--- src/rtl/stall_timer_pkg.sv ---
package stall_timer_pkg;
  localparam int unsigned LIMIT_W = 15;
  localparam int unsigned EXP_W   = 4;
  localparam int unsigned EXP_MAX = 14;
  localparam int unsigned ADDR_W  = 2;
  localparam int unsigned DATA_W  = LIMIT_W + 1;
  localparam int unsigned PRE_W   = EXP_MAX + 1;

  typedef enum logic [ADDR_W-1:0] {
    ADDR_CTRL = 2'd0,
    ADDR_EXP  = 2'd1,
    ADDR_STAT = 2'd2
  } reg_addr_e;
endpackage

--- src/rtl/stall_timer_regs.sv ---
module stall_timer_regs
  import stall_timer_pkg::*;
(
  input  logic               clk_i,
  input  logic               rst_ni,
  input  logic               reg_we_i,
  input  logic [ADDR_W-1:0]  reg_addr_i,
  input  logic [DATA_W-1:0]  reg_wdata_i,
  output logic [DATA_W-1:0]  reg_rdata_o,
  input  logic               set_flag_i,
  output logic               en_o,
  output logic [LIMIT_W-1:0] limit_o,
  output logic [EXP_W-1:0]   exp_o,
  output logic               flag_o
);
  logic               en_q, flag_q;
  logic [LIMIT_W-1:0] limit_q;
  logic [EXP_W-1:0]   exp_q, exp_wr;
  logic               wr_ctrl, wr_exp, clr_flag;
  logic               unused_wdata;

  assign unused_wdata = ^reg_wdata_i;
  assign wr_ctrl  = reg_we_i && (reg_addr_i == ADDR_CTRL);
  assign wr_exp   = reg_we_i && (reg_addr_i == ADDR_EXP);
  assign clr_flag = reg_we_i && (reg_addr_i == ADDR_STAT) && reg_wdata_i[0];

  // exponent beyond the supported range saturates
  assign exp_wr = (reg_wdata_i[EXP_W-1:0] > EXP_W'(EXP_MAX)) ? EXP_W'(EXP_MAX)
                                                             : reg_wdata_i[EXP_W-1:0];

  always_ff @(posedge clk_i or negedge rst_ni) begin
    if (!rst_ni) begin
      en_q    <= 1'b0;
      limit_q <= '0;
      exp_q   <= '0;
      flag_q  <= 1'b0;
    end else begin
      if (wr_ctrl) begin
        en_q    <= reg_wdata_i[LIMIT_W];
        limit_q <= reg_wdata_i[LIMIT_W-1:0];
      end
      if (wr_exp) exp_q <= exp_wr;
      // set has priority over a simultaneous clear
      flag_q <= set_flag_i || (flag_q && !clr_flag);
    end
  end

  always_comb begin
    unique case (reg_addr_i)
      ADDR_CTRL: reg_rdata_o = {en_q, limit_q};
      ADDR_EXP:  reg_rdata_o = {{(DATA_W-EXP_W){1'b0}}, exp_q};
      ADDR_STAT: reg_rdata_o = {{(DATA_W-1){1'b0}}, flag_q};
      default:   reg_rdata_o = '0;
    endcase
  end

  assign en_o    = en_q;
  assign limit_o = limit_q;
  assign exp_o   = exp_q;
  assign flag_o  = flag_q;
endmodule

--- src/rtl/stall_timer_prescaler.sv ---
module stall_timer_prescaler
  import stall_timer_pkg::*;
(
  input  logic             clk_i,
  input  logic             rst_ni,
  input  logic             restart_i,
  input  logic             run_i,
  input  logic [EXP_W-1:0] exp_i,
  output logic             tick_o
);
  logic [PRE_W-1:0] pre_q, mask;

  assign mask   = (PRE_W'(1) << exp_i) - PRE_W'(1);
  assign tick_o = run_i && (pre_q == mask);

  always_ff @(posedge clk_i or negedge rst_ni) begin
    if (!rst_ni)        pre_q <= '0;
    else if (restart_i) pre_q <= '0;
    else if (tick_o)    pre_q <= '0;
    else if (run_i)     pre_q <= pre_q + PRE_W'(1);
  end
endmodule

--- src/rtl/stall_timer_counter.sv ---
module stall_timer_counter
  import stall_timer_pkg::*;
(
  input  logic               clk_i,
  input  logic               rst_ni,
  input  logic               restart_i,
  input  logic               run_i,
  input  logic               tick_i,
  input  logic [LIMIT_W-1:0] limit_i,
  output logic [LIMIT_W-1:0] cnt_o,
  output logic               hit_o
);
  logic [LIMIT_W-1:0] cnt_q;
  logic               fired_q;

  // zero limit disables firing; one hit per episode
  assign hit_o = run_i && !fired_q && (limit_i != '0) && (cnt_q == limit_i);

  always_ff @(posedge clk_i or negedge rst_ni) begin
    if (!rst_ni) begin
      cnt_q   <= '0;
      fired_q <= 1'b0;
    end else if (restart_i) begin
      cnt_q   <= '0;
      fired_q <= 1'b0;
    end else begin
      if (hit_o) fired_q <= 1'b1;
      else if (tick_i && !fired_q) cnt_q <= cnt_q + LIMIT_W'(1);
    end
  end

  assign cnt_o = cnt_q;
endmodule

--- src/rtl/bus_stall_timer.sv ---
module bus_stall_timer
  import stall_timer_pkg::*;
(
  input  logic              clk_i,
  input  logic              rst_ni,
  input  logic              reg_we_i,
  input  logic [ADDR_W-1:0] reg_addr_i,
  input  logic [DATA_W-1:0] reg_wdata_i,
  output logic [DATA_W-1:0] reg_rdata_o,
  input  logic              stall_i,
  input  logic              activity_i,
  output logic              timeout_o
);
  logic               en, hit, tick, restart, run;
  logic [LIMIT_W-1:0] limit, cnt;
  logic [EXP_W-1:0]   exp_n;

  assign restart = !stall_i || activity_i;
  assign run     = en && !restart;

  stall_timer_regs i_regs (
    .clk_i, .rst_ni, .reg_we_i, .reg_addr_i, .reg_wdata_i, .reg_rdata_o,
    .set_flag_i(hit), .en_o(en), .limit_o(limit), .exp_o(exp_n), .flag_o(timeout_o)
  );

  stall_timer_prescaler i_presc (
    .clk_i, .rst_ni, .restart_i(restart), .run_i(run), .exp_i(exp_n), .tick_o(tick)
  );

  stall_timer_counter i_cnt (
    .clk_i, .rst_ni, .restart_i(restart), .run_i(run), .tick_i(tick),
    .limit_i(limit), .cnt_o(cnt), .hit_o(hit)
  );
endmodule

--- config.mk ---
export PLATFORM = sky130hd
export DESIGN_NAME = bus_stall_timer
export DESIGN_NICKNAME = d
export VERILOG_FILES = /design/src/rtl/stall_timer_pkg.sv /design/src/rtl/stall_timer_regs.sv /design/src/rtl/stall_timer_prescaler.sv /design/src/rtl/stall_timer_counter.sv /design/src/rtl/bus_stall_timer.sv
export SDC_FILE = /design/constraint.sdc
export NUM_CORES = 1
export LEC_CHECK = 0
export CORE_ASPECT_RATIO = 0.7
export CORE_UTILIZATION = 56
export CTS_CLUSTER_DIAMETER = 30
export CTS_CLUSTER_SIZE = 28
export DETAILED_ROUTE_END_ITERATION = 8
export GPL_TIMING_DRIVEN = 0
export MAX_ROUTING_LAYER = met4
export PLACE_DENSITY = 0.79
export SLEW_MARGIN = 0
export SYNTH_ARGS = -nofsm -noshare
export SYNTH_HDL_FRONTEND = slang
export SYNTH_SLANG_ARGS = --single-unit
--- constraint.sdc ---
create_clock -name clk_i -period 3.8 [get_ports clk_i]
set_input_delay 0.57 -clock clk_i [delete_from_list [all_inputs] [get_ports clk_i]]
set_output_delay 0.57 -clock clk_i [all_outputs]
set_load 0.02 [all_outputs]
==> impl_metrics.ini, run 1 <==
[status]
status = finished, final reports clean

[critical_path]
start_kind = flip-flop
crit_start = i_regs.exp_o[3]
regToRegSetupSlack_ns = 0.19
r2r_end = i_cnt.cnt_o[2]
r2r_cells = 13
critPathMaxStageDelay_ns = 0.57
rr_startpoint = i_regs.exp_o[3]
cp_cell_sequence = clkbuf_1 -> nor2_1 -> nand2_1 -> ha_1 -> buf_2 -> or3_1 -> a21o_1 -> a32oi_1 -> o2111ai_1 -> or4_4 -> buf_6 -> or4_1 -> a21oi_1
worstPathRequired_ns = 4.03
path_class = reg2reg
cp-end-kind = flip-flop
crit_family = simple AND/OR/NAND/NOR gates
worst-path-buf-inv = 3
crit_fanout = 10
worstPathArrival_ns = 3.84
slowest_stage = or4_4

[pwr]
ir_drop_v = 0.000215
power_leakage_nw = 1.50
power_mw = 1.33
powerDensity_mw_per_mm2 = 342

[sta]
maxSlewHeadroom_pct = 41.1
hold_viol = 0
setup_violations = 0
fin_ws_ns = 0.193
finClkSkew_ns = 0.00866
tns_ns = 0
fin_crit_ns = 3.61
finalCritPeriodShare_pct = 94.9
final_max_slew_viol_count = 0
worst_slew_pin_slew_ns = 0.877
rsz0062_at_grt = false
fmax_mhz = 277

[final_layout]
syn2layout_area_growth_pct = 17.5
fin_nets = 434
nFillCells = 460
drive_gt1_share_pct = 10.8
multi_input_area_mm2 = 0.00188
seqCellArea_mm2 = 0.00130
antenna_cells = 0
final_util_pct = 68.1

[clock_network]
cts_tree = built
cts_resized = 0
clk_pin_slew_worst_paths_ns = 0.10
h-tree-depth = 2
cts.sinks = 52
postCtsSetupRepairBufs = 0
cts_buffers = 5
clk-insertion-delay-late_ns = 0.31
cts_buffer_depth = 2
ctsHoldBuffers = 0
clockRootBuffer = clkbuf_8

[yosys]
yosysTopAreaCell = dfrtp_1
synth.cell_area_mm2 = 0.00332
synth_edf_count = 0
syn_inst = 362
seq_area_frac_synth_pct = 39.2
ys_top_cells_by_area = dfrtp_1, mux2_2, nand2_1
synth_ff_type = dfrtp_1
synth_top_area_share_pct = 39.2
synthesis.nets = 388
ys_warn_count = 0
synth_seq_cells = 52
synth_cell_type_count = 50
ys_async_sr_fraction_pct = 100
syn_avg_cell_area_um2 = 9.17

[drt]
wl_per_cell_um = 17.9
first_pass_iters = 5
drc = 0
drt_iter0_markers = 332
via_per_inst = 6.31
wirelength_um = 8640
drtAntennaViolNets = 0
via_count = 3054

[hold_path]
min_path_type = in2async

[global_route]
grt_max_degree = 35
grt_pass1_vias = 2937
grt_usage_pct = 31.0
antenna_found_initial = 0
grt_pass1_wl_um = 14300
use_met3_pct = 6.32
grtUsageMet1_pct = 44.1
top_usage_layer = met2
use_met2_pct = 44.7
gr-total-overflow = 0

[floorplan]
dieArea_mm2 = 0.00624
initial_core_util_pct = 57.9
placementRows = 23
die_x_um = 94.0
die-height_um = 66.4
coreArea_mm2 = 0.00573
io-pin-count = 40

[placed_design]
dp_worst_setup_slack_ns = 0.259
gp_congestion = 0.867
dp_hpwl_um = 6260
port_buffers = 38

[job]
drv_cap = 0
==> worst max path at each step <==
stage / end / slack [ns] / cells after the start
after CTS: i_cnt.cnt_o[2] / 0.26 / 13
final: i_cnt.cnt_o[2] / 0.19 / 13
after floorplan: i_cnt.cnt_o[2] / 0.55 / 14
after detailed placement: i_cnt.cnt_o[2] / 0.26 / 13
after global routing: i_cnt.cnt_o[14] / 0.07 / 14
after global placement: i_cnt.cnt_o[5] / 0.38 / 14
==> sequential cells by signal (all words and copies together), names as in the netlist <==
name,cells
i_cnt.cnt_o,15
i_presc.pre_q,15
i_regs.limit_o,15
i_regs.exp_o,4
i_cnt.fired_q,1
i_regs.en_o,1
i_regs.flag_o,1
==> final cells by class <==
cell class	count	share of cell area [%]
multi-input combinational	280	48.3
sequential	52	33.4
timing repair buffer	39	10.1
buffer	23	2.83
tap	75	2.41
clock buffer	8	2.31
inverter	7	0.674
==> worst register-to-register path: stages, from the launching register on <==
cell and delay, ns:
dfrtp_1 0.42, clkbuf_1 0.25, nor2_1 0.21, nand2_1 0.08
ha_1 0.20, buf_2 0.16, or3_1 0.31, a21o_1 0.20
a32oi_1 0.20, o2111ai_1 0.13, or4_4 0.57, buf_6 0.16
or4_1 0.48, a21oi_1 0.17
==> synth_stat cells, drive strengths merged (4+ instances only) <==
cell     n
nor3     8
a21oi    7
xor2    17
o31ai    5
nand2b   9
o311ai   7
nand2   40
or4      7
nor2    20
and2    17
a31oi    8
or3      7
nand3b   4
xnor2    5
inv      7
nand4   10
clkbuf  14
mux2    19
nand3   14
o21ai   12
nor4     9
mux2i   12
buf      9
dfrtp   52
==> per-stage QoR <==
step	hold slack [ns]	std cells	instance area (µm²)
floorplan	0.274	362	3320
detailed placement	0.506	476	3810
global placement	0.482	475	3790
finish	0.191	484	3900
global route	0.223	484	3900
CTS	0.206	484	3900
==> layer usage <==
metal	part of all wire, %	wire length, µm
met4	1.0	88
met2	42	3670
met3	8.6	745
met1	48	4140
met5	0	0
==> report_power, final <==
| group | total, mW | internal [mW] | leakage (nW) | switching [mW] |
|---|---|---|---|---|
| combinational | 0.346 | 0.163 | 0.767 | 0.182 |
| sequential | 0.654 | 0.594 | 0.684 | 0.0602 |
| clock | 0.333 | 0.149 | 0.0455 | 0.183 |
==> logic make-up (layout without fill, tap and decap cells) <==
logic type,Yosys count,count (layout),share of synthesized area (%)
fa+ha+maj,3,3,1.13
flops,52,52,39.2
simple gates,158,158,25.7
xor+xnor,22,22,5.81
compound gates,66,66,14.0
mux,31,31,10.1
buf+inv,30,77,4.11
==> layout by cell type (no fill, tap or decap), drive strengths merged, types with 3 or more instances in the layout <==
| cell type | synthesis | final |
|---|---|---|
| dfrtp | 52 | 52 |
| nand2 | 40 | 40 |
| clkdlybuf4s50 | 0 | 37 |
| clkbuf | 14 | 22 |
| nor2 | 20 | 20 |
| mux2 | 19 | 19 |
| and2 | 17 | 17 |
| xor2 | 17 | 17 |
| nand3 | 14 | 14 |
| mux2i | 12 | 12 |
| o21ai | 12 | 12 |
| buf | 9 | 11 |
| nand4 | 10 | 10 |
| nor4 | 9 | 9 |
| nand2b | 9 | 9 |
| nor3 | 8 | 8 |
| a31oi | 8 | 8 |
| inv | 7 | 7 |
| or3 | 7 | 7 |
| a21oi | 7 | 7 |
| or4 | 7 | 7 |
| o311ai | 7 | 7 |
| xnor2 | 5 | 5 |
| o31ai | 5 | 5 |
| nand3b | 4 | 4 |
| o41ai | 3 | 3 |
| and3 | 3 | 3 |
| o21a | 3 | 3 |
| a31o | 3 | 3 |
| o22ai | 3 | 3 |
| a22o | 3 | 3 |
| ha | 3 | 3 |
No activity file was read; power rests on OpenSTA's default activity.
==> inputs of run 2 (changes only) <==
--- a/config.mk
+++ b/config.mk
@@ -6,13 +6,13 @@
 export NUM_CORES = 1
 export LEC_CHECK = 0
 export CORE_ASPECT_RATIO = 0.7
-export CORE_UTILIZATION = 56
+export CORE_UTILIZATION = 50
 export CTS_CLUSTER_DIAMETER = 30
 export CTS_CLUSTER_SIZE = 28
 export DETAILED_ROUTE_END_ITERATION = 8
 export GPL_TIMING_DRIVEN = 0
 export MAX_ROUTING_LAYER = met4
-export PLACE_DENSITY = 0.79
+export PLACE_DENSITY = 0.72
 export SLEW_MARGIN = 0
 export SYNTH_ARGS = -nofsm -noshare
 export SYNTH_HDL_FRONTEND = slang
==> run 2 against run 1 <==
  * Fmax increased by 0.91%
  * Clock skew is 0.0079 ns higher
  * Non-clock buffer count unchanged
  * Hold slack worse by 0.0043 ns
  * Wire length up 0.59%
  * Via count increased by 0.36%
  * Flip-flop and latch count is the same
  * Cell count is 0.62% higher
  * Largest cell class unchanged
  * Highest routed layer unchanged
==> impl_metrics.ini, run 2 (synthesis results as in run 1) <==
[status]
status = finished, final reports clean

[global_route]
gr-total-overflow = 0
grt_max_degree = 35
grt_pass1_wl_um = 14600
grt_pass1_vias = 2873
grt_usage_pct = 27.5
antenna_found_initial = 0

[sta]
fmax_mhz = 280
worst_slew_pin_slew_ns = 0.873
fin_ws_ns = 0.226
timing.hold.ws_ns = 0.187
rsz0062_at_grt = false
final_max_slew_viol_count = 0
hold_viol = 0
finalCritPeriodShare_pct = 94.1
finClkSkew_ns = 0.0165
setup_violations = 0
tns_ns = 0
fin_crit_ns = 3.57
maxSlewHeadroom_pct = 41.3

[floorplan]
io-pin-count = 40
die_x_um = 99.4
placementRows = 24
die-height_um = 70.2
initial_core_util_pct = 52.6
dieArea_mm2 = 0.00697
coreArea_mm2 = 0.00631

[hold_path]
min_path_type = in2async

[final_layout]
final_util_pct = 62.3
antenna_cells = 0
fin_nets = 434
final_common_cell = dfrtp_1
layout_common_cells = dfrtp_1, nand2_1, clkdlybuf4s50_1, nor2_1, mux2_2
drive_gt1_share_pct = 11.2
fin_area_mm2 = 0.00393
stdcell_count = 487
syn2layout_area_growth_pct = 18.3

[pwr]
ir_drop_v = 0.000253
power_leakage_nw = 1.51
netSwitchingFraction_pct = 31.8
p_seq_share_pct = 46.5
power_mw = 1.40
internal-power_mw = 0.957
power.switching_mw = 0.447
pwr-share-comb_pct = 24.5
clkPwrFrac_pct = 29.0
powerDensity_mw_per_mm2 = 357

[clock_network]
clockRootBuffer = clkbuf_8
ctsHoldBuffers = 0
postCtsSetupRepairBufs = 0
h-tree-depth = 2
cts_resized = 0
cts_buffer_depth = 2
cts_buffers = 5
clk-insertion-delay-late_ns = 0.32
cts.sinks = 52
clk_pin_slew_worst_paths_ns = 0.11
cts_tree = built

[placed_design]
dp_worst_setup_slack_ns = 0.265
place_area_mm2 = 0.00381
port_buffers = 38
dp_hpwl_um = 6430
numPlacedInstances = 479
gp_congestion = 0.864

[drt]
wirelength_um = 8690
via_per_inst = 6.29
first_pass_iters = 5
drt_iter0_markers = 240
drtAntennaViolNets = 0
drc = 0
via_count = 3065
wl_per_cell_um = 17.8

[critical_path]
cp-end-kind = flip-flop
worstPathArrival_ns = 3.82
worstPathRequired_ns = 4.05
path_class = reg2reg
rr_startpoint = i_regs.exp_o[3]
crit_fanout = 10
start_kind = flip-flop
r2r_end = i_cnt.cnt_o[5]
regToRegSetupSlack_ns = 0.23
r2r_cells = 13

[job]
drv_cap = 0
## run 2: cell count changes in the layout (fill, tap and decap cells not counted), sizes merged
cell | before | now
bufinv | 0 | 1
inv | 7 | 8
clkinvlp | 0 | 1
clkbuf | 22 | 19
## run 2: critical path, cell delays in order, from the launching register on
cell       delay [ns]
dfrtp_1          0.41
clkbuf_1         0.24
nor2_1           0.20
nand2_1          0.08
ha_1             0.20
buf_2            0.16
or3_1            0.31
a21o_1           0.20
a32oi_1          0.19
o2111ai_1        0.12
or4_4            0.57
buf_2            0.22
nor4_1           0.37
mux2i_1          0.25
## run 2: final cells by class
| class | instances | area (µm²) |
|---|---|---|
| well taps | 78 | 97.6 |
| inverters | 7 | 26.3 |
| multi-input cells | 280 | 1880 |
| clock inverters | 3 | 46.3 |
| plain buffers | 23 | 110 |
| fillers | 533 | 2380 |
| repair buffers | 39 | 395 |
| flip-flops and latches | 52 | 1300 |
| clock buffers | 5 | 68.8 |
## run 2: worst max path at each step
stage | from | to | slack, ns | cells after the start
2_1_floorplan | i_regs.exp_o[0] | i_cnt.cnt_o[2] | 0.55 | 14
3_5_place_dp | i_regs.exp_o[3] | i_cnt.cnt_o[5] | 0.26 | 13
4_1_cts | i_regs.exp_o[3] | i_cnt.cnt_o[5] | 0.25 | 13
3_3_place_gp | i_regs.exp_o[0] | i_cnt.cnt_o[5] | 0.35 | 14
6_report | i_regs.exp_o[3] | i_cnt.cnt_o[5] | 0.23 | 13
5_1_grt | i_regs.exp_o[3] | i_cnt.cnt_o[2] | 0.06 | 14
## run 2: per-layer routing
layer	up-vias	wire, µm	global-route usage [%]
met5	-	0	-
met4	0	74	6.54
met3	9	597	3.60
met2	134	3550	37.7
met1	1486	4470	42.8
li1	1436	-	-
## run 2: power groups by stage
stage,Combinational [mW],Sequential (mW),Clock [mW]
global route,0.379,0.660,0.434
floorplan,0.230,0.641,0
finish,0.344,0.652,0.407
CTS,0.341,0.652,0.413
detailed placement,0.338,0.663,0
global placement,0.329,0.661,0
==> inputs of run 3 (changes only) <==
--- a/config.mk
+++ b/config.mk
@@ -10,10 +10,10 @@
 export CTS_CLUSTER_DIAMETER = 30
 export CTS_CLUSTER_SIZE = 28
 export DETAILED_ROUTE_END_ITERATION = 8
-export GPL_TIMING_DRIVEN = 0
+export GPL_TIMING_DRIVEN = 1
 export MAX_ROUTING_LAYER = met4
 export PLACE_DENSITY = 0.72
-export SLEW_MARGIN = 0
+export SLEW_MARGIN = 30
 export SYNTH_ARGS = -nofsm -noshare
 export SYNTH_HDL_FRONTEND = slang
 export SYNTH_SLANG_ARGS = --single-unit
==> run 3 against run 2 <==
  * Fmax rose by 2.9%
  * Setup slack improved by 0.099 ns
  * Non-clock buffer count decreased by 14
  * Flip-flop and latch count unchanged
  * Die area unchanged
  * Final area down 1.1%
  * Cell count decreased by 2.9%
  * Critical path type unchanged
  * Hold slack better by 0.0098 ns
  * Critical path depth is 3 lower
==> impl_metrics.ini, run 3 (synthesis results as in run 1) <==
[pwr]
internal-power_mw = 0.992
powerDensity_mw_per_mm2 = 364
p_seq_share_pct = 46.1
clkPwrFrac_pct = 29.6
netSwitchingFraction_pct = 29.8
power_leakage_nw = 1.50
power.switching_mw = 0.421
pwr-share-comb_pct = 24.3
ir_drop_v = 0.000175
power_mw = 1.41

[placed_design]
dp_hpwl_um = 5860
gp_congestion = 0.874
place_area_mm2 = 0.00376
dp_worst_setup_slack_ns = 0.374
port_buffers = 39

[sta]
fmax_mhz = 288
worst_slew_pin_slew_ns = 0.700
tns_ns = 0
setup_violations = 0
rsz0062_at_grt = false
finalCritPeriodShare_pct = 91.5
fin_crit_ns = 3.48
maxSlewHeadroom_pct = 53.3
finClkSkew_ns = 0.00748
final_max_slew_viol_count = 0
fin_ws_ns = 0.325
hold_viol = 0

[critical_path]
start_kind = flip-flop
path_class = reg2reg
worstPathRequired_ns = 4.03
rr_startpoint = i_regs.exp_o[1]
r2r_end = i_cnt.cnt_o[3]
regToRegSetupSlack_ns = 0.32
cp-end-kind = flip-flop
worstPathArrival_ns = 3.70
r2r_cells = 10
crit_fanout = 40

[global_route]
gr-total-overflow = 0
antenna_found_initial = 0
grt_pass1_vias = 2645
grt_max_degree = 41
grt_usage_pct = 26.1
grt_pass1_wl_um = 13900

[final_layout]
antenna_cells = 0
fin_area_mm2 = 0.00388
syn2layout_area_growth_pct = 17.1
final_common_cell = dfrtp_1
fin_nets = 420
layout_common_cells = dfrtp_1, nand2_1, clkdlybuf4s50_1, nor2_1, mux2_2
drive_gt1_share_pct = 11.4
final_util_pct = 61.6

[clock_network]
clk_pin_slew_worst_paths_ns = 0.10
clk-insertion-delay-late_ns = 0.31
cts_tree = built
clockRootBuffer = clkbuf_8
cts.sinks = 52
h-tree-depth = 2
cts_buffer_depth = 2
cts_buffers = 5
postCtsSetupRepairBufs = 0
ctsHoldBuffers = 0
cts_resized = 0

[drt]
via_count = 2902
first_pass_iters = 5
met1_length_um = 4290
wirelength_um = 8140
drc = 0
drtAntennaViolNets = 0
wl_per_cell_um = 17.2
wl_met3_um = 550
drt_iter0_markers = 235
via_per_inst = 6.14
wl_met2_um = 3240
top_layer_used = met4

[floorplan]
placementRows = 24
dieArea_mm2 = 0.00697
initial_core_util_pct = 52.6
die-height_um = 70.2
io-pin-count = 40
die_x_um = 99.4
coreArea_mm2 = 0.00631

[job]
drv_cap = 0

[status]
status = finished, final reports clean

[hold_path]
min_path_type = in2async
## run 3: cell types whose count changed in the layout (fill, tap and decap cells not counted), sizes merged
cell / previous run / this run
clkinvlp: 1 / 0
buf: 11 / 10
clkdlybuf4s50: 37 / 38
clkbuf: 19 / 7
inv: 8 / 7
## run 3: final cells by class
class	instances	area [µm²]
Fill cell	535	2420
Multi-Input combinational cell	280	1880
Timing Repair Buffer	48	453
Clock buffer	7	96.3
Clock inverter	1	30.0
Tap cell	78	97.6
Sequential cell	52	1300
Inverter	7	26.3
## run 3: worst max-delay path by stage
stage	start	to
2_1_floorplan	i_regs.exp_o[0]	i_cnt.cnt_o[2]
3_3_place_gp	i_regs.exp_o[1]	i_cnt.cnt_o[4]
3_5_place_dp	i_regs.exp_o[1]	i_cnt.cnt_o[3]
4_1_cts	i_regs.exp_o[1]	i_cnt.cnt_o[3]
5_1_grt	i_regs.exp_o[1]	i_cnt.cnt_o[3]
6_report	i_regs.exp_o[1]	i_cnt.cnt_o[3]
## run 3: power by group through the flow
stage	clock [mW]	combinational [mW]	sequential [mW]
4_1_cts	0.421	0.342	0.651
3_5_place_dp	0	0.339	0.662
3_3_place_gp	0	0.334	0.659
2_1_floorplan	0	0.230	0.641
6_report	0.418	0.343	0.651
5_1_grt	0.446	0.376	0.659
## run 3: critical path, stage by stage (launching register included)
cell,delay (ns)
dfrtp_1,0.39
nor2_1,0.27
nand3b_1,0.12
ha_1,0.29
or3_1,0.33
a21o_1,0.20
a32oi_1,0.20
o2111ai_1,0.12
or4_4,0.74
or4_1,0.57
a21oi_1,0.15
## run 3: per-stage QoR
| stage | instances | hold slack, ns |
|---|---|---|
| after floorplan | 362 | 0.274 |
| after CTS | 473 | 0.210 |
| final | 473 | 0.196 |
| after global placement | 465 | 0.485 |
| after detailed placement | 465 | 0.497 |
| after global routing | 473 | 0.233 |
## run 3: layer usage
layer	track usage [%]	up-vias
met3	4.80	6
met5	-	-
met2	32.9	97
met4	5.23	0
li1	-	1399
met1	42.2	1400
